===== config.mk =====
export PLATFORM = sky130hd
export DESIGN_NAME = keyev_filter
export DESIGN_NICKNAME = d
export VERILOG_FILES = /design/src/rtl/keyev_pkg.sv /design/src/rtl/keyev_snapshot.sv /design/src/rtl/keyev_ghost.sv /design/src/rtl/keyev_seq.sv /design/src/rtl/keyev_filter.sv
export SDC_FILE = /design/constraint.sdc
export NUM_CORES = 1
export LEC_CHECK = 0
export BUFFER_PORTS_ARGS = -buffer_cell sky130_fd_sc_hd__buf_4
export CAP_MARGIN = 20
export CORE_MARGIN = 3
export CORE_UTILIZATION = 65
export DETAILED_ROUTE_END_ITERATION = 10
export GPL_ROUTABILITY_DRIVEN = 1
export GPL_TIMING_DRIVEN = 0
export PLACE_DENSITY_LB_ADDON = 0.12
export SKIP_CTS_REPAIR_TIMING = 1
export SYNTH_ARGS = -nofsm -noshare
export SYNTH_HDL_FRONTEND = slang
export SYNTH_SLANG_ARGS = --single-unit

===== constraint.sdc =====
create_clock -name clk -period 9.5 [get_ports clk]
set_input_delay 1.425 -clock clk [delete_from_list [all_inputs] [get_ports clk]]
set_output_delay 1.425 -clock clk [all_outputs]
set_load 0.03 [all_outputs]

===== src/rtl/keyev_pkg.sv =====
package keyev_pkg;

    localparam int unsigned KE_ROWS  = 16;
    localparam int unsigned KE_COLS  = 8;
    localparam int unsigned KE_SLOTS = 8;

    typedef enum logic [1:0] {
        PH_IDLE    = 2'd0,
        PH_RELEASE = 2'd1,
        PH_PRESS   = 2'd2,
        PH_FINISH  = 2'd3
    } phase_e;

    // Index width that stays at least one bit wide
    function automatic int unsigned idx_bits(input int unsigned n);
        return (n > 1) ? $clog2(n) : 1;
    endfunction

endpackage


===== src/rtl/keyev_snapshot.sv =====
module keyev_snapshot #(
    parameter int unsigned ROWS  = keyev_pkg::KE_ROWS,
    parameter int unsigned COLS  = keyev_pkg::KE_COLS,
    parameter int unsigned SLOTS = keyev_pkg::KE_SLOTS,
    localparam int unsigned RW     = keyev_pkg::idx_bits(ROWS),
    localparam int unsigned CW     = keyev_pkg::idx_bits(COLS),
    localparam int unsigned SCAN_W = RW + CW,
    localparam int unsigned CODE_W = SCAN_W + 1,
    localparam int unsigned CNT_W  = $clog2(SLOTS + 1)
) (
    input  logic [SLOTS-1:0]        slot_valid,
    input  logic [SLOTS*RW-1:0]     slot_row,
    input  logic [SLOTS*CW-1:0]     slot_col,
    input  logic                    fn_mode_en,
    input  logic [SCAN_W-1:0]       fn_code,
    output logic [SLOTS-1:0]        keep,
    output logic [SLOTS*CODE_W-1:0] code,
    output logic [CNT_W-1:0]        keep_cnt
);

    localparam logic [CODE_W-1:0] PAGE_OFS = CODE_W'(ROWS * COLS);

    logic [SLOTS-1:0] is_fn;
    logic             fn_seen;

    assign fn_seen = |is_fn;

    for (genvar g = 0; g < SLOTS; g++) begin : g_slot
        logic [SCAN_W-1:0] scan;
        assign scan     = {slot_row[g*RW +: RW], slot_col[g*CW +: CW]};
        assign is_fn[g] = slot_valid[g] && fn_mode_en && (scan == fn_code);
        assign keep[g]  = slot_valid[g] && !is_fn[g];
        assign code[g*CODE_W +: CODE_W] =
            {1'b0, scan} + (fn_seen ? PAGE_OFS : '0);
    end

    always_comb begin
        keep_cnt = '0;
        for (int i = 0; i < SLOTS; i++) begin
            keep_cnt = keep_cnt + CNT_W'(keep[i]);
        end
    end

endmodule


===== src/rtl/keyev_ghost.sv =====
module keyev_ghost #(
    parameter int unsigned SLOTS = keyev_pkg::KE_SLOTS,
    parameter int unsigned RW    = 4,
    parameter int unsigned CW    = 3,
    localparam int unsigned CNT_W = $clog2(SLOTS + 1)
) (
    input  logic                ghost_en,
    input  logic [SLOTS-1:0]    keep,
    input  logic [CNT_W-1:0]    keep_cnt,
    input  logic [SLOTS*RW-1:0] slot_row,
    input  logic [SLOTS*CW-1:0] slot_col,
    output logic                ghost
);

    localparam logic [CNT_W-1:0] MIN_KEYS = CNT_W'(3);

    logic row_pair;
    logic col_pair;

    always_comb begin
        row_pair = 1'b0;
        col_pair = 1'b0;
        for (int i = 0; i < SLOTS; i++) begin
            for (int j = i + 1; j < SLOTS; j++) begin
                if (keep[i] && keep[j]) begin
                    if (slot_row[i*RW +: RW] == slot_row[j*RW +: RW]) row_pair = 1'b1;
                    if (slot_col[i*CW +: CW] == slot_col[j*CW +: CW]) col_pair = 1'b1;
                end
            end
        end
    end

    assign ghost = ghost_en && (keep_cnt >= MIN_KEYS) && row_pair && col_pair;

endmodule


===== src/rtl/keyev_seq.sv =====
module keyev_seq #(
    parameter int unsigned SLOTS  = keyev_pkg::KE_SLOTS,
    parameter int unsigned CODE_W = 8,
    localparam int unsigned CNT_W = $clog2(SLOTS + 1),
    localparam int unsigned IDX_W = keyev_pkg::idx_bits(SLOTS)
) (
    input  logic                    clk,
    input  logic                    rst,
    input  logic                    start,
    input  logic                    ghost,
    input  logic [SLOTS-1:0]        keep,
    input  logic [SLOTS*CODE_W-1:0] code,
    input  logic                    ev_ready,
    output logic                    ev_valid,
    output logic                    ev_press,
    output logic [CODE_W-1:0]       ev_code,
    output logic                    busy,
    output logic                    done,
    output logic                    rejected,
    output logic [CNT_W-1:0]        held_count
);

    import keyev_pkg::*;

    phase_e                  phase;
    logic [SLOTS-1:0]        held_mask;
    logic [SLOTS*CODE_W-1:0] held_code;
    logic [SLOTS-1:0]        next_mask;
    logic [SLOTS*CODE_W-1:0] next_code;
    logic [SLOTS-1:0]        rel_pend;
    logic [SLOTS-1:0]        prs_pend;
    logic                    rej_q;
    logic [SLOTS-1:0]        gone;
    logic [IDX_W-1:0]        rel_idx;
    logic [IDX_W-1:0]        prs_idx;
    logic                    take;

    // Held keys that are absent from the incoming kept set
    always_comb begin
        for (int j = 0; j < SLOTS; j++) begin
            logic hit;
            hit = 1'b0;
            for (int i = 0; i < SLOTS; i++) begin
                if (keep[i] && (code[i*CODE_W +: CODE_W] == held_code[j*CODE_W +: CODE_W]))
                    hit = 1'b1;
            end
            gone[j] = held_mask[j] && !hit;
        end
    end

    // Lowest pending slot in each phase
    always_comb begin
        rel_idx = '0;
        prs_idx = '0;
        for (int i = SLOTS - 1; i >= 0; i--) begin
            if (rel_pend[i]) rel_idx = IDX_W'(i);
            if (prs_pend[i]) prs_idx = IDX_W'(i);
        end
    end

    assign ev_valid = ((phase == PH_RELEASE) && (rel_pend != '0)) ||
                      ((phase == PH_PRESS)   && (prs_pend != '0));
    assign ev_press = (phase == PH_PRESS);
    assign ev_code  = (phase == PH_RELEASE) ? held_code[rel_idx*CODE_W +: CODE_W]
                                            : next_code[prs_idx*CODE_W +: CODE_W];
    assign take     = ev_valid && ev_ready;
    assign busy     = (phase != PH_IDLE);
    assign done     = (phase == PH_FINISH);
    assign rejected = done && rej_q;

    always_ff @(posedge clk) begin
        if (rst) begin
            phase     <= PH_IDLE;
            held_mask <= '0;
            held_code <= '0;
            next_mask <= '0;
            next_code <= '0;
            rel_pend  <= '0;
            prs_pend  <= '0;
            rej_q     <= 1'b0;
        end else begin
            unique case (phase)
                PH_IDLE: begin
                    if (start) begin
                        next_mask <= keep;
                        next_code <= code;
                        if (ghost) begin
                            rej_q    <= 1'b1;
                            rel_pend <= '0;
                            prs_pend <= '0;
                            phase    <= PH_FINISH;
                        end else begin
                            rej_q    <= 1'b0;
                            rel_pend <= gone;
                            prs_pend <= keep;
                            phase    <= PH_RELEASE;
                        end
                    end
                end
                PH_RELEASE: begin
                    if (rel_pend == '0) phase <= PH_PRESS;
                    else if (take) rel_pend <= rel_pend & (rel_pend - 1'b1);
                end
                PH_PRESS: begin
                    if (prs_pend == '0) phase <= PH_FINISH;
                    else if (take) prs_pend <= prs_pend & (prs_pend - 1'b1);
                end
                PH_FINISH: begin
                    if (!rej_q) begin
                        held_mask <= next_mask;
                        held_code <= next_code;
                    end
                    rej_q <= 1'b0;
                    phase <= PH_IDLE;
                end
                default: phase <= PH_IDLE;
            endcase
        end
    end

    always_comb begin
        held_count = '0;
        for (int i = 0; i < SLOTS; i++) begin
            held_count = held_count + CNT_W'(held_mask[i]);
        end
    end

endmodule


===== src/rtl/keyev_filter.sv =====
module keyev_filter #(
    parameter int unsigned ROWS  = keyev_pkg::KE_ROWS,
    parameter int unsigned COLS  = keyev_pkg::KE_COLS,
    parameter int unsigned SLOTS = keyev_pkg::KE_SLOTS,
    localparam int unsigned RW     = keyev_pkg::idx_bits(ROWS),
    localparam int unsigned CW     = keyev_pkg::idx_bits(COLS),
    localparam int unsigned SCAN_W = RW + CW,
    localparam int unsigned CODE_W = SCAN_W + 1,
    localparam int unsigned CNT_W  = $clog2(SLOTS + 1)
) (
    input  logic                clk,
    input  logic                rst,
    input  logic                start,
    input  logic                ghost_en,
    input  logic                fn_mode_en,
    input  logic [SCAN_W-1:0]   fn_code,
    input  logic [SLOTS-1:0]    slot_valid,
    input  logic [SLOTS*RW-1:0] slot_row,
    input  logic [SLOTS*CW-1:0] slot_col,
    input  logic                ev_ready,
    output logic                ev_valid,
    output logic                ev_press,
    output logic [CODE_W-1:0]   ev_code,
    output logic                busy,
    output logic                done,
    output logic                rejected,
    output logic [CNT_W-1:0]    held_count
);

    logic [SLOTS-1:0]        keep;
    logic [SLOTS*CODE_W-1:0] code;
    logic [CNT_W-1:0]        keep_cnt;
    logic                    ghost;

    keyev_snapshot #(.ROWS(ROWS), .COLS(COLS), .SLOTS(SLOTS)) u_snap (
        .slot_valid (slot_valid),
        .slot_row   (slot_row),
        .slot_col   (slot_col),
        .fn_mode_en (fn_mode_en),
        .fn_code    (fn_code),
        .keep       (keep),
        .code       (code),
        .keep_cnt   (keep_cnt)
    );

    keyev_ghost #(.SLOTS(SLOTS), .RW(RW), .CW(CW)) u_ghost (
        .ghost_en (ghost_en),
        .keep     (keep),
        .keep_cnt (keep_cnt),
        .slot_row (slot_row),
        .slot_col (slot_col),
        .ghost    (ghost)
    );

    keyev_seq #(.SLOTS(SLOTS), .CODE_W(CODE_W)) u_seq (
        .clk        (clk),
        .rst        (rst),
        .start      (start),
        .ghost      (ghost),
        .keep       (keep),
        .code       (code),
        .ev_ready   (ev_ready),
        .ev_valid   (ev_valid),
        .ev_press   (ev_press),
        .ev_code    (ev_code),
        .busy       (busy),
        .done       (done),
        .rejected   (rejected),
        .held_count (held_count)
    );

endmodule


=== Word level (Yosys, flattened, before mapping) ===
Cells that the tools add are included.

* Add/subtract/negate cells: 24
* Multiply operators: 0
* Div/mod/pow operators: 0
* $lt $le $gt $ge: 1
* Equal/unequal tests: 138
* Shift operators: 2
* Muxes and demuxes: 212
* Bitwise logic cells: 3
* Reductions and logical operators: 164

{| class="wikitable"
|+ Operators with widths
! operator !! number
|-
| $eq A8 B8 Y1 || 64
|-
| $mux W1 || 178
|-
| $logic_and A1 B1 Y1 || 131
|-
| $shiftx A64 B7 Y8 || 2
|-
| $eq A4 B4 Y1 || 28
|-
| $eq A3 B3 Y1 || 28
|-
| $mux W8 || 10
|-
| $add A7 B8 Y8 || 8
|-
| $eq A7 B7 Y1 || 8
|-
| $add A4 B1 Y4 || 12
|-
| $mux W3 || 16
|-
| $pmux W8 S2 || 2
|-
| $and A8 B8 Y8 || 2
|-
| $logic_not A1 Y1 || 16
|-
| $logic_not A8 Y1 || 2
|-
| $reduce_bool A8 Y1 || 2
|-
| $sub A8 B1 Y8 const B || 2
|-
| $mux W2 || 4
|-
| $ne A2 B2 Y1 const B || 4
|-
| $pmux W2 S4 || 1
|-
| $reduce_and A4 Y1 || 2
|-
| $reduce_bool A2 Y1 || 4
|-
| $reduce_or A8 Y1 || 1
|-
| $ne A2 B1 Y1 const B || 3
|-
| 10 further kinds || 14
|}

* Bits in registers: 163
* Bits in latches: 0
* RAM bits: 0
* Memory bits (read-only): 0
* Bits of input ports: 77
* Output and inout bits: 17
* Logic and storage cells: 552
* Memories: 0

=== Depth between registers and ports, before layout ===
Gate-level depths: netlist (run 1).

* Depth in word-level cells: 65
* Mapped depth: 21
* Depth with buffers taken out: 19

=== By module ===
From an unflattened synthesis (run 1), not the netlist that was laid out.

* Cells, all modules: 2350
* Area total of the unflattened synthesis: 17783.3 um2

{| class="wikitable"
|+ By module, submodules not included
! module !! times used !! cells an instance !! area each (um2)
|-
| keyev_seq || 1 || 1781 || 13526.7
|-
| keyev_ghost || 1 || 384 || 2800.2
|-
| keyev_snapshot || 1 || 185 || 1456.4
|}

=== Least setup slack after synthesis (run 1) ===
OpenSTA, ideal clock, no wires.

* Path kind: input -> register
* From: input slot_row[6]
* To: register u_seq.rej_q
* Setup time: 0.101 ns
* Arrival time: 5.706 ns
* Data required time: 9.399 ns
* Path slack: 3.693 ns
* Stages: 20
* Cell sequence: clkbuf_1 -> xnor2_1 -> nand4_1 -> o41ai_1 -> buf_4 -> inv_1 -> ha_1 -> inv_1 -> fa_1 -> fa_1 -> fa_1 -> inv_1 -> fa_1 -> inv_1 -> o21ai_0 -> nand2_1 -> inv_1 -> o31ai_4 -> or2_2 -> o41ai_1

* Word-level cells in the longest chain between the ends: 65
* Elaborated cells between the ends (all ways): 143
* Those cells by class: add/sub: 7; order compare: 1; eq/ne: 8; mux: 114; reduce/logical: 13

{| class="wikitable"
|+ RTL lines
! item !! RTL line !! RTL
|-
| start, declared || keyev_filter.sv:18 || <nowiki>input logic [SLOTS*RW-1:0] slot_row,</nowiki>
|-
| $eq A7 B7 Y1 (*) || keyev_snapshot.sv:31 || <nowiki>assign is_fn[g] = slot_valid[g] && fn_mode_en && (scan == fn_code);</nowiki>
|-
| $logic_and A1 B1 Y1 (*) || keyev_snapshot.sv:31 ||
|-
| $logic_not A1 Y1 (*) || keyev_snapshot.sv:32 || <nowiki>assign keep[g] = slot_valid[g] && !is_fn[g];</nowiki>
|-
| $logic_and A1 B1 Y1 (*) || keyev_snapshot.sv:32 ||
|-
| net keep[1] || keyev_filter.sv:30 || <nowiki>logic [SLOTS-1:0] keep;</nowiki>
|-
| $logic_and A1 B1 Y1 || keyev_ghost.sv:25 || <nowiki>if (keep[i] && keep[j]) begin</nowiki>
|-
| $mux W1 || keyev_ghost.sv:25 ||
|-
| $mux W1 || keyev_ghost.sv:26 || <nowiki>if (slot_row[i*RW +: RW] == slot_row[j*RW +: RW]) row_pair = 1'b1;</nowiki>
|-
| (+50 left out) || -- ||
|-
| $mux W1 || keyev_ghost.sv:25 ||
|-
| $mux W1 || keyev_ghost.sv:26 ||
|-
| $mux W1 || keyev_ghost.sv:25 ||
|-
| $logic_and A1 B1 Y1 || keyev_ghost.sv:33 || <nowiki>assign ghost = ghost_en && (keep_cnt >= MIN_KEYS) && row_pair && col_pair;</nowiki>
|-
| $logic_and A1 B1 Y1 (*) || keyev_ghost.sv:33 ||
|-
| $mux W1 (*) || keyev_seq.sv:87 || <nowiki>if (ghost) begin</nowiki>
|-
| $mux W1 (*) || keyev_seq.sv:84 || <nowiki>if (start) begin</nowiki>
|-
| $pmux W1 S2 (*) || keyev_seq.sv:82 || <nowiki>unique case (phase)</nowiki>
|-
| end signal, assigned || keyev_seq.sv:80 || <nowiki>rej_q <= 1'b0;</nowiki>
|-
| end signal, assigned || keyev_seq.sv:88 || <nowiki>rej_q <= 1'b1;</nowiki>
|-
| end signal, assigned || keyev_seq.sv:93 || <nowiki>rej_q <= 1'b0;</nowiki>
|-
| end, declared || keyev_seq.sv:32 || <nowiki>logic rej_q;</nowiki>
|}

Mark *: on every way through the listed nets, which the timed path passes. The rest lies on a longest branch. The select of a mux whose other input is x is not followed.
A chain may end at the register's enable or synchronous reset.

=== Final worst setup path (run 1) ===
Same ends and word-level chain as after synthesis.

==> results_dict.tcl, run 1 <==
set metrics [dict create \
    pwr-share-seq_pct 26.1 \
    synthToLayoutAreaGrowth_pct 8.12 \
    nFillCells 1998 \
    synth_ff_type "dfxtp_1" \
    grt_use_met3_pct 17.4 \
    period_minus_slack_ns 6.54 \
    grt_use_met2_pct 67.1 \
    die_y_um 162 \
    hold_class "reg2reg" \
    clockPowerShare_pct 23.6 \
    layout_commonest_cell "xnor2_1" \
    clk_latency_ns 0.45 \
    vias 16400 \
    path_clk_slew_ns 0.07 \
    synth_top_area_cell "xnor2_1" \
    end_kind "register" \
    first_global_vias 15500 \
    combPwrFrac_pct 50.3 \
    row_count 56 \
    syn_avg_cell_area_um2 7.81 \
    synth_mux_area_share_pct 5.37 \
    avgRoutedWirePerCell_um 26.4 \
    synthXorXnorAreaFrac_pct 38.8 \
    async_reset_ff_share_pct 0 \
    h-tree-depth 4 \
    dieArea_um2 26300 \
    place_congestion 1.05 \
    detail_route.drc_violations 0 \
    grt_max_degree 18 \
    cts_tree "yes" \
    rsz0062_at_grt "no" \
    start_util_pct 66.8 \
    cts-root-buf "clkbuf_16" \
    status "finished, final reports clean" \
    drv_cap 0 \
    cp.required_ns 9.85 \
    power.switching_mw 1.38 \
    ioPinCount 94 \
    mostFrequentLayoutCells "374 x xnor2_1, 329 x xor2_1, 278 x nand2_1, 149 x dfxtp_1, 145 x a21oi_1" \
    clock-sinks 149 \
    ys_top_cells_by_area "xnor2_1 21%, dfxtp_1 19%, xor2_1 18%" \
    fin_cells 2419 \
    max_freq_mhz 153 \
    maxSlewViolCount 0 \
    syn-cell-area_um2 15900 \
    cp_data_arrival_time_ns 6.89 \
    synth-edff-count 0 \
    fp.dieW_um 162 \
    finalHoldViolations 0 \
    port_buffers 28 \
    slew_headroom_pct 12.9 \
    crit_type "in2reg" \
    yosys.area.top_type_share_pct 20.6 \
    fin_setup_tns_ns 0 \
    max-vdd-ir-drop_mv 0.189 \
    p_per_area_nw_per_um2 171 \
    drtAntennaViolNets 0 \
    yosysSeqAreaShare_pct 18.8 \
    grt_pass1_wl_mm 94.7 \
    cts_made_buffers 17 \
    dp.final_hpwl_mm 44.6 \
    grt.busiest_layer "met2" \
    synth_simple_gate_area_share_pct 17.4 \
    dp.cells 2381 \
    worst_pin_slew_ns 1.31 \
    use_met1_pct 59.0 \
    leakagePower_nw 6.19 \
    synthAdderAreaFrac_pct 1.80 \
    antenna_found_initial 1 \
    setup_viol 0 \
    fin_crit_sh_pct 68.9 \
    grtUsageTotal_pct 47.3 \
    intPower_mw 1.57 \
    yosys_warnings 0 \
    antenna_cells 0 \
    critPathMaxFanout 10 \
    drive_above_1_share_pct 8.48 \
    via_per_inst 6.79 \
    initialDrtViolationCount 2914 \
    start_kind "input port" \
    p_sw_share_pct 46.8 \
    synth_cells 2032 \
    synth-compound-area-share_pct 10.2 \
    drt-total-wl_mm 64.0 \
    ys_ff_latch 149 \
    synth_top_family_by_area "XOR/XNOR gates" \
    nets 2182 \
    firstDrtPassIters 8 \
    core_area_um2 23800 \
    grt-ovfl-total 0 \
    clockBufferDepth 2 \
    finClkSkew_ns 0.0151 \
    synth_nets 2127 \
    ys_types 63 \
]
==> synthesized netlist by cell type (3+ instances only) <==
cell type,n
ha_1,10
nand4_1,102
nand2b_1,4
nor3_1,4
o21bai_1,5
a31oi_1,4
o221ai_1,4
buf_1,70
nand3b_1,4
and2_1,4
mux2i_1,21
nor4_1,87
inv_1,30
dfxtp_1,149
buf_6,7
clkbuf_1,107
xor2_1,329
o22ai_1,46
a211oi_1,5
fa_1,8
o21ai_0,10
o2111ai_1,3
buf_2,53
nor2b_1,3
a41o_1,3
nor2_1,48
nand3_1,20
a21oi_1,145
o41ai_1,3
o211ai_1,7
o41ai_2,4
mux4_2,28
nand2_1,278
o31ai_1,8
or4_1,6
xnor2_1,374
buf_4,5
or3_1,5
==> power by group through the flow <==
stage	combinational [mW]	sequential, mW	clock [mW]
6_report	1.48	0.767	0.694
5_1_grt	1.55	0.772	0.716
4_1_cts	1.41	0.762	0.690
3_5_place_dp	1.40	0.776	0
3_3_place_gp	1.37	0.774	0
2_1_floorplan	1.00	0.752	0
==> flip-flops by register name, indices dropped and copies added (netlist names) <==
register and count:
u_seq.prs_pend 8, u_seq.next_code 57, u_seq.rej_q 1, u_seq.phase 2, u_seq.held_mask 8, u_seq.rel_pend 8, u_seq.held_code 57, u_seq.next_mask 8
==> routing by layer <==
metal	share of wire, %	up-vias
met5	0.080	-
met4	9.2	2
met3	15	470
met2	40	1391
met1	36	7632
li1	-	6918
==> logic make-up after synthesis <==
kind of cell             count (synthesis)
AO/OA/AOI/OAI                          265
XOR/XNOR                               703
adder cells (fa/ha/maj)                 18
flip-flops                             149
multiplexers                            50
AND/OR/NAND/NOR                        571
buffers and inverters                  276
==> worst paths after layout <==
| path | endpoint | depth (start not counted) | startpoint | slack [ns] |
|---|---|---|---|---|
| setup / recovery | u_seq.rej_q$_SDFFE_PP0P_ | 20 | slot_row[6] | 2.96 |
| setup reg to reg | u_seq.rel_pend[7]$_SDFFE_PP0P_ | 9 | u_seq.held_code[57]$_SDFFE_PP0P_ | 6.70 |
| hold / removal | u_seq.held_mask[0]$_SDFFE_PP0P_ | 2 | u_seq.next_mask[0]$_SDFFE_PP0P_ | 0.44 |
| hold reg to reg | u_seq.held_mask[0]$_SDFFE_PP0P_ | 2 | u_seq.next_mask[0]$_SDFFE_PP0P_ | 0.44 |
==> stage by stage <==
stage	hold WS, ns	total power, mW	setup WS [ns]	util (%)	instance area (um2)
after detailed placement	0.447	2.18	2.70	69.4	16500
after global routing	0.471	3.04	2.75	72.2	17200
after global placement	0.445	2.14	2.80	69.4	16500
after CTS	0.446	2.86	3.12	71.9	17100
final	0.444	2.94	2.96	72.2	17200
after floorplan	0.432	1.75	3.69	-	15900
==> area by class of cell <==
| type | instances | area, um2 | share of cell area [%] |
|---|---|---|---|
| clock inverters | 15 | 165 | 0.963 |
| repair buffers | 36 | 298 | 1.74 |
| inverters | 33 | 130 | 0.759 |
| flip-flops and latches | 149 | 2980 | 17.4 |
| plain buffers | 243 | 1070 | 6.21 |
| well taps | 319 | 399 | 2.33 |
| multi-input cells | 1607 | 11700 | 68.1 |
| clock buffers | 17 | 425 | 2.48 |
==> worst max-delay path, stage by stage <==
cell,delay [ns]
clkbuf_1,0.55
xnor2_1,0.19
nand4_1,0.12
o41ai_1,0.50
buf_4,0.36
inv_1,0.29
ha_1,0.37
inv_1,0.05
fa_1,0.46
fa_1,0.52
fa_1,0.19
inv_1,0.07
fa_1,0.53
inv_1,0.03
o21ai_0,0.15
nand2_1,0.07
inv_1,0.14
o31ai_4,0.18
or2_2,0.38
o41ai_1,0.31
Note: power is estimated with default switching activity, not from simulation.
==> run 2: changes to the inputs <==
Settings changed: CORE_UTILIZATION 65 to 57.
Clock period 9.5 ns to 5.4 ns, I/O delays scaled along.
==> run 2 against run 1 <==
- final area rose by 1.6%
- setup slack got worse by 2.7 ns
- global-route usage shrank 6.0 points
- critical path type unchanged
- highest routed layer is now met4
- register-to-register slack worse by 4.1 ns
- routed wire length increased by 1.5%
- cell count up 2.8%
- hold slack better by 0.0086 ns
- count of clock-buffer cells in the layout up 1
==> results_dict.tcl, run 2 (same netlist as run 1, synthesis figures left out) <==
set metrics [dict create \
    grt-ovfl-total 0 \
    clock-sinks 149 \
    drv_cap 0 \
    crit_type "in2reg" \
    maxSlewViolCount 0 \
    drtAntennaViolNets 0 \
    rrSetupSlack_ns 2.64 \
    cts-root-buf "clkbuf_16" \
    worst_pin_slew_ns 1.28 \
    max_freq_mhz 193 \
    nets 2196 \
    grt_max_degree 18 \
    drt-total-wl_mm 64.9 \
    reg_top3 "u_seq.held_code: 57 flops, u_seq.next_code: 57 flops" \
    slew_headroom_pct 14.9 \
    ioPinCount 94 \
    row_count 60 \
    fin_ws_ns 0.212 \
    dieArea_um2 29900 \
    crit_path_end "u_seq.phase[1]$_SDFFE_PP0P_" \
    finClkSkew_ns 0.0174 \
    rsz0062_at_grt "no" \
    p_per_area_nw_per_um2 294 \
    cts_tree "yes" \
    finalHoldViolations 0 \
    place_congestion 1.01 \
    status "finished, final reports clean" \
    cts_made_buffers 17 \
    cp_data_arrival_time_ns 5.52 \
    nFillCells 2453 \
    fin_crit_sh_pct 96.1 \
    via_per_inst 6.53 \
    min_path_cells 2 \
    vias 16200 \
    stdcell_area_um2 17400 \
    hold_class "reg2reg" \
    startpoint "slot_row[1]" \
    r2r_cells 10 \
    grt_pass1_wl_mm 94.5 \
    grtUsageTotal_pct 41.4 \
    max-vdd-ir-drop_mv 0.473 \
    dp.final_hpwl_mm 45.2 \
    r2r-end "u_seq.rel_pend[0]$_SDFFE_PP0P_" \
    firstDrtPassIters 7 \
    avgRoutedWirePerCell_um 26.1 \
    r2r-start "u_seq.held_code[2]$_SDFFE_PP0P_" \
    start_kind "input port" \
    antenna_found_initial 0 \
    postPlaceCellArea_um2 16600 \
    path_clk_slew_ns 0.07 \
    place_ws_ns -0.738 \
    clockBufferDepth 2 \
    detail_route.drc_violations 0 \
    port_buffers 28 \
    layout_commonest_cell "xnor2_1" \
    initialDrtViolationCount 2479 \
    synthToLayoutAreaGrowth_pct 9.81 \
    antenna_cells 0 \
    start_util_pct 58.4 \
    drive_above_1_share_pct 9.74 \
    core_area_um2 27200 \
    critPathMaxFanout 10 \
    mostFrequentLayoutCells "374 x xnor2_1, 329 x xor2_1, 278 x nand2_1, 149 x dfxtp_1, 145 x a21oi_1" \
    leakagePower_nw 6.33 \
    end_kind "register" \
    fp.dieW_um 173 \
    first_global_vias 15000 \
    h-tree-depth 4 \
    clk_latency_ns 0.45 \
    fin_setup_tns_ns 0 \
    setup_viol 0 \
    die_y_um 173 \
    period_minus_slack_ns 5.19 \
    cp.required_ns 5.73 \
]
-- run 2: critical path: stages --
cell,delay (ns)
buf_2,0.19
xor2_1,0.20
nor4_2,0.34
a31o_2,0.27
buf_6,0.22
inv_1,0.21
ha_1,0.34
inv_1,0.04
fa_1,0.45
fa_1,0.52
fa_1,0.18
inv_1,0.07
fa_1,0.53
inv_1,0.03
o21ai_0,0.14
nand2_1,0.07
inv_1,0.08
o31ai_4,0.15
or3_1,0.39
a211oi_1,0.27
-- run 2: worst min-delay path by stage --
| stage | start | to | slack (ns) |
|---|---|---|---|
| after detailed placement | u_seq.next_mask[5]$_SDFFE_PP0P_ | u_seq.held_mask[5]$_SDFFE_PP0P_ | 0.45 |
| after global routing | u_seq.next_mask[0]$_SDFFE_PP0P_ | u_seq.held_mask[0]$_SDFFE_PP0P_ | 0.47 |
| after global placement | u_seq.next_mask[3]$_SDFFE_PP0P_ | u_seq.held_mask[3]$_SDFFE_PP0P_ | 0.44 |
| after CTS | u_seq.next_mask[5]$_SDFFE_PP0P_ | u_seq.held_mask[5]$_SDFFE_PP0P_ | 0.45 |
| final | u_seq.next_mask[5]$_SDFFE_PP0P_ | u_seq.held_mask[5]$_SDFFE_PP0P_ | 0.45 |
| after floorplan | u_seq.next_mask[4]$_SDFFE_PP0P_ | u_seq.held_mask[4]$_SDFFE_PP0P_ | 0.43 |
-- run 2: cell type report --
| class | count | area, um2 | area share (%) |
|---|---|---|---|
| clock buffers | 18 | 429 | 2.46 |
| multi-input cells | 1607 | 11700 | 67.3 |
| repair buffers | 51 | 449 | 2.58 |
| clock inverters | 14 | 158 | 0.905 |
| inverters | 33 | 134 | 0.768 |
| well taps | 372 | 465 | 2.67 |
| plain buffers | 242 | 1080 | 6.23 |
| flip-flops and latches | 149 | 2980 | 17.1 |
-- run 2: per-stage QoR --
stage	instances	hold WS (ns)	total power [mW]	utilization, %
after floorplan	2032	0.432	3.08	-
after global placement	2432	0.440	3.76	60.9
after detailed placement	2434	0.446	3.80	60.9
after CTS	2466	0.453	5.01	63.1
after global routing	2486	0.472	5.31	64.1
final	2486	0.452	5.13	64.1
-- run 2: layer usage --
metal | track usage [%] | wire length [um]
met4 | 26.5 | 5330
met3 | 12.9 | 9330
met2 | 59.5 | 26200
met5 | 0 | 0
met1 | 53.5 | 24100
-- run 2: where the power goes --
| group | leakage, nW | switching [mW] | internal (mW) |
|---|---|---|---|
| logic | 4.83 | 1.64 | 0.910 |
| registers | 1.21 | 0.131 | 1.23 |
| clock network | 0.288 | 0.593 | 0.624 |
==> run 3: changes to the inputs <==
Settings changed: PLACE_DENSITY from default to 0.87, PLACE_DENSITY_LB_ADDON 0.12 to default.
==> run 3 against run 2 <==
- routed wire length rose by 1.0%
- clock skew shrank 0.0043 ns
- count of clock-buffer cells in the layout down 1
- sequential share of layout area barely moved
- global-route usage up 0.61 points
- final area about the same
- core utilization about the same
- non-clock buffer count down 2
- critical path depth unchanged
- die area is the same
- critical path type unchanged
- largest cell class unchanged
==> results_dict.tcl, run 3 (same netlist as run 1, synthesis figures left out) <==
set metrics [dict create \
    status "finished, final reports clean" \
    slew_headroom_pct 15.0 \
    clockPowerShare_pct 23.7 \
    cp.required_ns 5.74 \
    port_buffers 28 \
    setup_viol 0 \
    period_minus_slack_ns 5.27 \
    nets 2194 \
    hold_class "reg2reg" \
    r2r-end "u_seq.rel_pend[4]$_SDFFE_PP0P_" \
    finalHoldViolations 0 \
    crit_type "in2reg" \
    start_kind "input port" \
    cts_made_buffers 17 \
    worst_pin_slew_ns 1.27 \
    min_path_cells 2 \
    leakagePower_nw 6.33 \
    ioPinCount 94 \
    row_count 60 \
    r2r_cells 9 \
    cp_data_arrival_time_ns 5.61 \
    cts-root-buf "clkbuf_16" \
    pwr-share-seq_pct 26.4 \
    combPwrFrac_pct 49.9 \
    drive_above_1_share_pct 9.61 \
    maxUsedRoutingLayer "met5" \
    initialDrtViolationCount 3312 \
    p_sw_share_pct 44.8 \
    rrSetupSlack_ns 2.59 \
    finClkSkew_ns 0.0130 \
    firstDrtPassIters 8 \
    p_per_area_nw_per_um2 294 \
    startpoint "slot_col[8]" \
    rsz0062_at_grt "no" \
    critPathMaxFanout 10 \
    layout_commonest_cell "xnor2_1" \
    clock-sinks 149 \
    wl_met2_mm 26.3 \
    route.met3.wl_mm 11.0 \
    dp.final_hpwl_mm 44.8 \
    path_clk_slew_ns 0.06 \
    reg_top3 "u_seq.held_code: 57 flops, u_seq.next_code: 57 flops" \
    fin_crit_sh_pct 97.6 \
    fin_ws_ns 0.129 \
    start_util_pct 58.4 \
    end_kind "register" \
    mostFrequentLayoutCells "374 x xnor2_1, 329 x xor2_1, 278 x nand2_1, 149 x dfxtp_1, 145 x a21oi_1" \
    cts_tree "yes" \
    worstHoldStart "u_seq.next_mask[4]$_SDFFE_PP0P_" \
    grt_pass1_wl_mm 97.1 \
    p_total_mw 5.13 \
    dp.cells 2439 \
    detail_route.drc_violations 0 \
    final_core_util_pct 64.1 \
    drt-total-wl_mm 65.6 \
    drtAntennaViolNets 0 \
    clk_latency_ns 0.45 \
    m1WireLength_mm 22.2 \
    clockBufferDepth 2 \
    via_per_inst 6.77 \
    power.switching_mw 2.30 \
    h-tree-depth 4 \
    max-vdd-ir-drop_mv 0.304 \
    core_area_um2 27200 \
    fp.dieW_um 173 \
    max_freq_mhz 190 \
    r2r-start "u_seq.held_code[32]$_SDFFE_PP0P_" \
    fin_setup_tns_ns 0 \
    maxSlewViolCount 0 \
    first_global_vias 16200 \
    avgRoutedWirePerCell_um 26.4 \
    place_ws_ns -0.714 \
    intPower_mw 2.83 \
    synthToLayoutAreaGrowth_pct 9.88 \
    die_y_um 173 \
    fin_cells 2485 \
    dieArea_um2 29900 \
    drv_cap 0 \
    grt_max_degree 17 \
    grtUsageTotal_pct 42.0 \
    vias 16800 \
    place_congestion 1.08 \
    grt-ovfl-total 0 \
    antenna_found_initial 1 \
    holdPathEnd "u_seq.held_mask[4]$_SDFFE_PP0P_" \
]
## run 3: layout make-up
cell class | count | area, um2
multi-input combinational | 1607 | 11700
fill | 2316 | 9740
sequential | 149 | 2980
buffer | 243 | 1090
tap | 372 | 465
timing repair buffer | 48 | 453
clock buffer | 17 | 425
clock inverter | 15 | 168
inverter | 33 | 136
antenna | 1 | 2.50
## run 3: metal layers
metal / vias up / global-route usage [%]
li1: 6950 / -
met2: 1585 / 59.3
met4: 2 / 31.3
met3: 527 / 17.4
met1: 7767 / 50.7
met5: - / 0
## run 3: worst max-delay path, cell delays in order
cell and delay [ns]:
buf_2 0.19, xor2_1 0.19, nor4_1 0.29, nand4_1 0.16, and2_1 0.18, clkbuf_1 0.29
inv_4 0.24, buf_4 0.32, fa_1 0.47, fa_1 0.51, fa_1 0.18, inv_1 0.06
fa_1 0.52, inv_1 0.03, o21ai_0 0.19, nand2_1 0.08, inv_1 0.09, o31ai_4 0.13
or2_2 0.35, o41ai_1 0.32
## run 3: power by group through the flow
| stage | logic (mW) | registers, mW | clock network [mW] |
|---|---|---|---|
| 6_report | 2.56 | 1.36 | 1.21 |
| 5_1_grt | 2.71 | 1.37 | 1.26 |
| 4_1_cts | 2.44 | 1.35 | 1.22 |
| 3_5_place_dp | 2.43 | 1.37 | 0 |
| 3_3_place_gp | 2.36 | 1.36 | 0 |
| 2_1_floorplan | 1.76 | 1.32 | 0 |
## run 3: metrics by stage
stage                     hold WS, ns  area, um2
after floorplan                 0.432      15900
after global placement          0.443      16500
after detailed placement        0.448      16600
after CTS                       0.457      17200
after global routing            0.493      17400
final                           0.457      17400
## run 3: worst max path at each step
stage	endpoint	slack, ns	cells after the start
final	u_seq.rej_q$_SDFFE_PP0P_	0.13	20
after global routing	u_seq.rej_q$_SDFFE_PP0P_	0.02	19
after CTS	u_seq.rej_q$_SDFFE_PP0P_	-0.26	20
after detailed placement	u_seq.rej_q$_SDFFE_PP0P_	-0.71	20
after global placement	u_seq.rej_q$_SDFFE_PP0P_	-0.49	20
after floorplan	u_seq.rej_q$_SDFFE_PP0P_	0.21	20
